[src/rtl/cpm_pkg.sv]
package cpm_pkg;

  typedef enum logic [1:0] {
    PS_RUN   = 2'd0,
    PS_IDLE  = 2'd1,
    PS_SLEEP = 2'd2
  } pstate_t;

  localparam logic [2:0] MODE_FULL  = 3'd0;
  localparam logic [2:0] MODE_SUB   = 3'd1;
  localparam logic [2:0] MODE_DIV   = 3'd2;
  localparam logic [2:0] MODE_IDLE  = 3'd3;
  localparam logic [2:0] MODE_SLEEP = 3'd4;

  typedef struct packed {
    logic [2:0] slowc;
    logic       simidle;
    logic       idlen;
    logic       hlclk;
  } ctl_t;

  localparam ctl_t CTL_RESET = '{slowc: 3'd0, simidle: 1'b0, idlen: 1'b0, hlclk: 1'b1};

endpackage

[src/rtl/cpm_regs.sv]
module cpm_regs
  import cpm_pkg::*;
(
  input  logic       clk,
  input  logic       rst_n,
  input  logic       wr,
  input  logic [7:0] wdata,
  output ctl_t       ctl
);

  ctl_t ctl_q, ctl_d;
  logic unused_ro_bits;

  assign unused_ro_bits = ^wdata[3:2];

  always_comb begin
    ctl_d = ctl_q;
    if (wr) begin
      ctl_d.slowc   = wdata[7:5];
      ctl_d.simidle = wdata[4];
      ctl_d.idlen   = wdata[1];
      ctl_d.hlclk   = wdata[0];
    end
  end

  always_ff @(posedge clk or negedge rst_n) begin
    if (!rst_n) ctl_q <= CTL_RESET;
    else        ctl_q <= ctl_d;
  end

  assign ctl = ctl_q;


  wr_take_chk: assert property (@(posedge clk) disable iff (!rst_n)
    wr |=> (ctl_q.hlclk == $past(wdata[0])) && (ctl_q.slowc == $past(wdata[7:5])));

endmodule

[src/rtl/cpm_osc_timer.sv]
module cpm_osc_timer #(
  parameter int CNT_MAX = 16
) (
  input  logic clk,
  input  logic rst_n,
  input  logic en,
  input  logic tick,
  output logic ready
);

  localparam int CW = $clog2(CNT_MAX + 1);
  localparam logic [CW-1:0] TOP = CW'(CNT_MAX);

  logic [CW-1:0] cnt_q, cnt_d;

  always_comb begin
    cnt_d = cnt_q;
    if (!en)                      cnt_d = '0;
    else if (tick && cnt_q != TOP) cnt_d = cnt_q + 1'b1;
  end

  always_ff @(posedge clk or negedge rst_n) begin
    if (!rst_n) cnt_q <= '0;
    else        cnt_q <= cnt_d;
  end

  assign ready = (cnt_q == TOP);


  ready_drop_chk: assert property (@(posedge clk) disable iff (!rst_n)
    !en |=> !ready);


  ready_rise_chk: assert property (@(posedge clk) disable iff (!rst_n)
    $rose(ready) |-> $past(en) && $past(tick));

endmodule

[src/rtl/cpm_divider.sv]
module cpm_divider #(
  parameter int MAX_EXP = 6
) (
  input  logic                       clk,
  input  logic                       rst_n,
  input  logic                       run,
  input  logic [$clog2(MAX_EXP+1)-1:0] exp_req,
  output logic                       pulse
);

  localparam int EW = $clog2(MAX_EXP + 1);
  localparam int CW = MAX_EXP;

  logic [CW-1:0] cnt_q, cnt_d;
  logic [EW-1:0] exp_q, exp_d;

  function automatic logic [CW-1:0] reload(input logic [EW-1:0] e);
    logic [CW:0] full;
    full = (CW+1)'(1) << e;
    return CW'(full - 1'b1);
  endfunction

  assign pulse = run && (cnt_q == '0);

  always_comb begin
    cnt_d = cnt_q;
    exp_d = exp_q;
    if (!run) begin
      cnt_d = '0;
    end else if (pulse) begin
      cnt_d = reload(exp_req);
      exp_d = exp_req;
    end else begin
      cnt_d = cnt_q - 1'b1;
    end
  end

  always_ff @(posedge clk or negedge rst_n) begin
    if (!rst_n) begin
      cnt_q <= '0;
      exp_q <= EW'(MAX_EXP);
    end else begin
      cnt_q <= cnt_d;
      exp_q <= exp_d;
    end
  end

  // Interval checker: cycles between pulses versus the ratio loaded at the previous pulse
  logic [CW:0] gap_q;
  logic        seen_q;

  always_ff @(posedge clk or negedge rst_n) begin
    if (!rst_n) begin
      gap_q  <= '0;
      seen_q <= 1'b0;
    end else if (!run) begin
      gap_q  <= '0;
      seen_q <= 1'b0;
    end else if (pulse) begin
      gap_q  <= '0;
      seen_q <= 1'b1;
    end else begin
      gap_q  <= gap_q + 1'b1;
    end
  end


  min_gap_chk: assert property (@(posedge clk) disable iff (!rst_n)
    pulse && exp_req != '0 |=> !pulse);


  gap_exact_chk: assert property (@(posedge clk) disable iff (!rst_n)
    (pulse && seen_q) |-> (gap_q == (((CW+1)'(1) << exp_q) - 1'b1)));

endmodule

[src/rtl/clk_pwr_ctrl.sv]
module clk_pwr_ctrl
  import cpm_pkg::*;
#(
  parameter int HTO_CYCLES = 16,
  parameter int LTO_TICKS  = 4,
  parameter int MAX_EXP    = 6
) (
  input  logic       clk,
  input  logic       rst_n,
  input  logic       reg_wr,
  input  logic [7:0] reg_wdata,
  output logic [7:0] reg_rdata,
  input  logic       lo_tick,
  input  logic       halt_req,
  input  logic       wake,
  input  logic       wdt_keep,
  output logic       sys_ce,
  output logic       ser_ce,
  output logic       cpu_en,
  output logic       hosc_en,
  output logic       sub_en,
  output logic [2:0] mode_o
);

  localparam int EW = $clog2(MAX_EXP + 1);

  ctl_t    ctl;
  pstate_t state_q, state_d;
  logic    in_run, in_idle, sub_sel, div_pulse, hto, lto;
  logic [EW-1:0] exp_req;

  cpm_regs u_regs (
    .clk   (clk),
    .rst_n (rst_n),
    .wr    (reg_wr),
    .wdata (reg_wdata),
    .ctl   (ctl)
  );

  // Power state: next-state logic
  always_comb begin
    state_d = state_q;
    unique case (state_q)
      PS_RUN:   if (halt_req) state_d = ctl.idlen ? PS_IDLE : PS_SLEEP;
      PS_IDLE,
      PS_SLEEP: if (wake) state_d = PS_RUN;
      default:  state_d = PS_RUN;
    endcase
  end

  always_ff @(posedge clk or negedge rst_n) begin
    if (!rst_n) state_q <= PS_RUN;
    else        state_q <= state_d;
  end

  assign in_run  = (state_q == PS_RUN);
  assign in_idle = (state_q == PS_IDLE);
  assign sub_sel = (ctl.slowc[2:1] == 2'b00);

  // Slow code c (2..7) divides by 2^(8-c)
  assign exp_req = sub_sel ? EW'(MAX_EXP) : EW'(4'd8 - {1'b0, ctl.slowc});

  cpm_divider #(.MAX_EXP(MAX_EXP)) u_div (
    .clk     (clk),
    .rst_n   (rst_n),
    .run     (in_run),
    .exp_req (exp_req),
    .pulse   (div_pulse)
  );

  assign hosc_en = in_run;
  assign cpu_en  = in_run;
  assign sub_en  = (state_q != PS_SLEEP) || wdt_keep;

  cpm_osc_timer #(.CNT_MAX(HTO_CYCLES)) u_hto (
    .clk   (clk),
    .rst_n (rst_n),
    .en    (hosc_en),
    .tick  (1'b1),
    .ready (hto)
  );

  cpm_osc_timer #(.CNT_MAX(LTO_TICKS)) u_lto (
    .clk   (clk),
    .rst_n (rst_n),
    .en    (sub_en),
    .tick  (lo_tick),
    .ready (lto)
  );

  always_comb begin
    sys_ce = 1'b0;
    if (in_run) begin
      if (ctl.hlclk)    sys_ce = 1'b1;
      else if (sub_sel) sys_ce = lo_tick;
      else              sys_ce = div_pulse;
    end
  end

  assign ser_ce = in_run ? sys_ce : (in_idle && ctl.simidle && lo_tick);

  always_comb begin
    unique case (state_q)
      PS_IDLE:  mode_o = MODE_IDLE;
      PS_SLEEP: mode_o = MODE_SLEEP;
      default:  mode_o = ctl.hlclk ? MODE_FULL : (sub_sel ? MODE_SUB : MODE_DIV);
    endcase
  end

  assign reg_rdata = {ctl.slowc, ctl.simidle, lto, hto, ctl.idlen, ctl.hlclk};


  halt_idle_chk: assert property (@(posedge clk) disable iff (!rst_n)
    (cpu_en && halt_req && ctl.idlen) |=> (mode_o == MODE_IDLE));


  stopped_chk: assert property (@(posedge clk) disable iff (!rst_n)
    !cpu_en |-> (!hosc_en && !sys_ce));


  sub_off_chk: assert property (@(posedge clk) disable iff (!rst_n)
    !sub_en |-> (mode_o == MODE_SLEEP) && !wdt_keep);


  ser_idle_chk: assert property (@(posedge clk) disable iff (!rst_n)
    (mode_o == MODE_IDLE && !ctl.simidle) |-> !ser_ce);


  wake_run_chk: assert property (@(posedge clk) disable iff (!rst_n)
    (!cpu_en && wake) |=> cpu_en);

endmodule

[config.mk]
export PLATFORM = sky130hd
export DESIGN_NAME = clk_pwr_ctrl
export DESIGN_NICKNAME = d
export VERILOG_FILES = /design/src/rtl/cpm_pkg.sv /design/src/rtl/cpm_regs.sv /design/src/rtl/cpm_osc_timer.sv /design/src/rtl/cpm_divider.sv /design/src/rtl/clk_pwr_ctrl.sv
export SDC_FILE = /design/constraint.sdc
export NUM_CORES = 1
export LEC_CHECK = 0
export ABC_CLOCK_PERIOD_IN_PS = 2500
export BUFFER_PORTS_ARGS = -buffer_cell sky130_fd_sc_hd__buf_2
export CAP_MARGIN = 20
export CORE_AREA = 2 2 81 75
export DETAILED_ROUTE_END_ITERATION = 7
export DIE_AREA = 0 0 83 77
export HOLD_SLACK_MARGIN = 0.1
export PLACE_DENSITY = 0.4
export RECOVER_POWER = 25
export SLEW_MARGIN = 20
export SYNTH_ARGS = -nofsm -noshare
export SYNTH_HDL_FRONTEND = slang
export SYNTH_SLANG_ARGS = --single-unit
[constraint.sdc]
create_clock -name clk -period 2.5 [get_ports clk]
set_input_delay 0.75 -clock clk [delete_from_list [all_inputs] [get_ports clk]]
set_output_delay 0.75 -clock clk [all_outputs]
set_load 0.005 [all_outputs]
==> results.tsv <==
stage	metric	value	unit
setup_path	cp_max_fo	2	
timing	fmax	0.375	GHz
setup_path	path_cells	inv_2, ha_4, or4b_4, nor3_2, a211oi_1, nor2_1, a41o_1, buf_2	
routing	firstDrtPassIters	4	
timing	fin_crit_sh	1.07	
routing	num_vias	1119	
min_path	holdCritPathClass	reg -> reg	
global_route	grt_pass1_wl	5420	um
routing	wirelength	3110	um
clock_tree	cts.sinks	22	
clock_tree	postCtsHoldBufs	0	
final_layout	area_growth	26.0	%
global_route	grt_max_degree	23	
clock_tree	clkTransAtPathRegs	0.08	ns
status	status	complete, but fails checks	
global_route	grt_overflow	0	
logic_synthesis	synth_area	1350	um^2
logic_synthesis	syn_area_per_cell	9.89	um^2
logic_synthesis	syn_inst	136	
setup_path	path_class	reg -> out	
placed_design	hpwlAfterDp	2450	um
final_layout	fin_util	0.305	
logic_synthesis	ys.warnings.count	0	
clock_tree	cts_tree	yes	
pwr	powerDensity	1070	nW/um^2
placed_design	port_buffers	28	
timing	min_period	2.67	ns
final_layout	drive_gt1_frac	0.349	
clock_tree	clockRootBuffer	clkbuf_8	
timing	worstMarginPinSlew	1.23	ns
clock_tree	clockBufferDepth	2	
clock_tree	numCtsBuffers	3	
routing	ant_nets	0	
timing	timing.final.hold_violations	0	
floorplan	core	5560	um^2
floorplan	initial_core_util	0.242	
timing	maxSlewHeadroom	0.181	
setup_path	crit_slowest_cell	or4b_4	
floorplan	boundaryPins	31	
logic_synthesis	synth_sequential_area_ratio	0.410	
routing	wl_per_cell	12.8	um
timing	setup_viol	2	
timing	holdWs	0.555	ns
floorplan	dieArea	6390	um^2
floorplan	die_x	83	um
clock_tree	clk_latency	0.27	ns
setup_path	critPathBufInv	2	
setup_path	reg2reg_slack	0.40	ns
routing	dr.first_iter.drc_count	34	
global_route	track_usage	0.105	
global_route	grt_pass1_vias	1170	
final_layout	final_nets	198	
flow_run	maxCapViolCount	0	
routing	via_per_inst	4.62	
logic_synthesis	synth_fp_nets	161	
timing	rsz0062_at_grt	true	
routing	drcViolationCount	0	
logic_synthesis	synth_seq_cells	22	
placed_design	place_ws	0.0391	ns
floorplan	die_y	77	um
placed_design	gp_congestion	0.762	
pwr	ir_drop	0.000311	V
final_layout	diodes	0	
setup_path	start_kind	flop	
timing	slew_viol_final	0	
floorplan	rows	26	
timing	skew	0.00311	ns
timing	fin_ws	-0.167	ns
setup_path	cp_data_arrival_time	1.92	ns
pwr	p_leak	0.000780	uW
setup_path	cpPeakStageDelay	0.46	ns
clock_tree	cts_htree_levels	1	
global_route	antenna_found_initial	0	
logic_synthesis	synth_cell_types	42	
status	failed_checks	setup timing	
setup_path	worst_ep_required_time	1.75	ns
setup_path	cp_top_family	simple AND/OR/NAND/NOR gates	
setup_path	end_kind	primary output	
==> cell usage after synthesis <==
cell	count	area, um^2
a21o_1	1	7.51
nand2_1	11	41.3
nor2_1	16	60.1
a211oi_2	2	25.0
and2_1	2	12.5
o21a_1	1	7.51
dfrtp_1	21	526
ha_1	10	125
o41ai_1	1	8.76
a21oi_1	5	25.0
o2bb2ai_1	1	8.76
nor3_1	2	10.0
dfstp_2	1	26.3
or3b_2	2	17.5
a21oi_2	1	8.76
a41oi_1	1	8.76
inv_1	10	37.5
mux2i_1	1	10.0
a2111oi_1	1	10.0
and4bb_1	1	12.5
nand2b_1	3	18.8
or2b_2	1	8.76
or3_2	1	7.51
o22ai_1	1	6.26
clkbuf_8	1	13.8
a211oi_1	2	15.0
nand3_1	4	20.0
a31oi_1	2	12.5
buf_2	1	5.00
buf_4	3	22.5
xnor2_1	3	26.3
and2_2	1	7.51
clkbuf_1	1	3.75
or4b_1	1	10.0
a41o_1	1	10.0
mux2_2	4	45.0
nand3b_1	1	7.51
o21ai_0	5	25.0
nor2b_1	2	12.5
a2111oi_4	1	27.5
o31ai_1	1	7.51
xor2_1	5	43.8
==> placed cells by master (no fill, tap or decap), types with 2 or more instances in the layout <==
cell type	instances
buf_4	10
and2_1	2
xnor2_1	3
a31oi_1	2
inv_2	2
nor2_1	16
xor2_1	5
nand3_1	4
or3b_2	2
mux2_2	4
inv_1	8
a21oi_1	5
nand2_1	11
nand2b_1	3
nor2b_1	2
a211oi_2	2
ha_1	9
buf_2	27
dfrtp_1	21
a211oi_1	2
clkbuf_8	3
o21ai_0	5
==> worst min-delay path, delay by kind of cell (launching register included) <==
| family | cells | cell delay (ns) |
|---|---|---|
| and+or+nand+nor | 1 | 0.08 |
| xor gates and xnor gates | 1 | 0.08 |
| DFF | 1 | 0.36 |
==> stage by stage <==
| step | power (uW) | TNS, ns | std cells | cell area (um^2) |
|---|---|---|---|---|
| after floorplan | 1170 | 0 | 136 | 1360 |
| after detailed placement | 1450 | 0 | 236 | 1600 |
| final | 1810 | -0.254 | 242 | 1690 |
| after global placement | 1420 | 0 | 236 | 1600 |
| after global routing | 1970 | -0.424 | 242 | 1690 |
| after CTS | 1830 | -0.333 | 242 | 1700 |
==> area by class of cell <==
class / count / area, um^2
fill: 580 / 3870
multi-input combinational: 98 / 732
sequential: 22 / 552
timing repair buffer: 38 / 214
tap: 70 / 87.6
clock buffer: 3 / 41.3
inverter: 10 / 37.5
clock inverter: 1 / 30.0
==> path summary, 6_finish.rpt <==
| path | to | depth (start not counted) | startpoint |
|---|---|---|---|
| min in group asynchronous | u_lto.cnt_q[0] | 1 | rst_n |
| min reg2reg | u_lto.cnt_q[2] | 2 | u_lto.cnt_q[2] |
| max | ser_ce | 8 | state_q[1] |
| max reg2reg | u_div.cnt_q[5] | 7 | u_regs.ctl[3] |
| min | u_lto.cnt_q[2] | 2 | u_lto.cnt_q[2] |
| max in group asynchronous | u_div.cnt_q[0] | 1 | rst_n |
==> power by group <==
group	leakage [uW]	internal (uW)	switching, uW
clock	0.0000357	214	124
combinational	0.000468	430	483
sequential	0.000276	469	86.4
total	0.000780	1110	694
==> sequential cells by signal, summed over array words and instances (netlist names) <==
register / count
u_hto.cnt_q: 5
u_regs.ctl: 6
state_q: 2
u_lto.cnt_q: 3
u_div.cnt_q: 6
==> timing repair <==
| item | CTS | global route |
|---|---|---|
| pin swaps | 1 | 1 |
| setup buffers | 2 | 0 |
| endpoints found under the setup margin | 2 | 2 |
| resized for setup | 2 | 0 |
| cloned | 0 | 0 |
==> kinds of logic after synthesis <==
logic type                 Yosys count  share of synthesized area
AOI/OAI and AO/OA                   27                      0.159
xor gates and xnor gates             8                     0.0521
adders and majority gates           10                     0.0930
buffers and inverters               16                     0.0614
DFF                                 22                      0.410
muxes                                5                     0.0409
and+or+nand+nor                     48                      0.183
==> layer usage <==
layer  GRT usage  share of wire  vias up
li1            -              -      542
met1       0.139           0.47      547
met2       0.169           0.48       26
met3      0.0161          0.034        4
met4      0.0492          0.015        0
met5           0              0        -
Power figures use the tool's default switching activity.
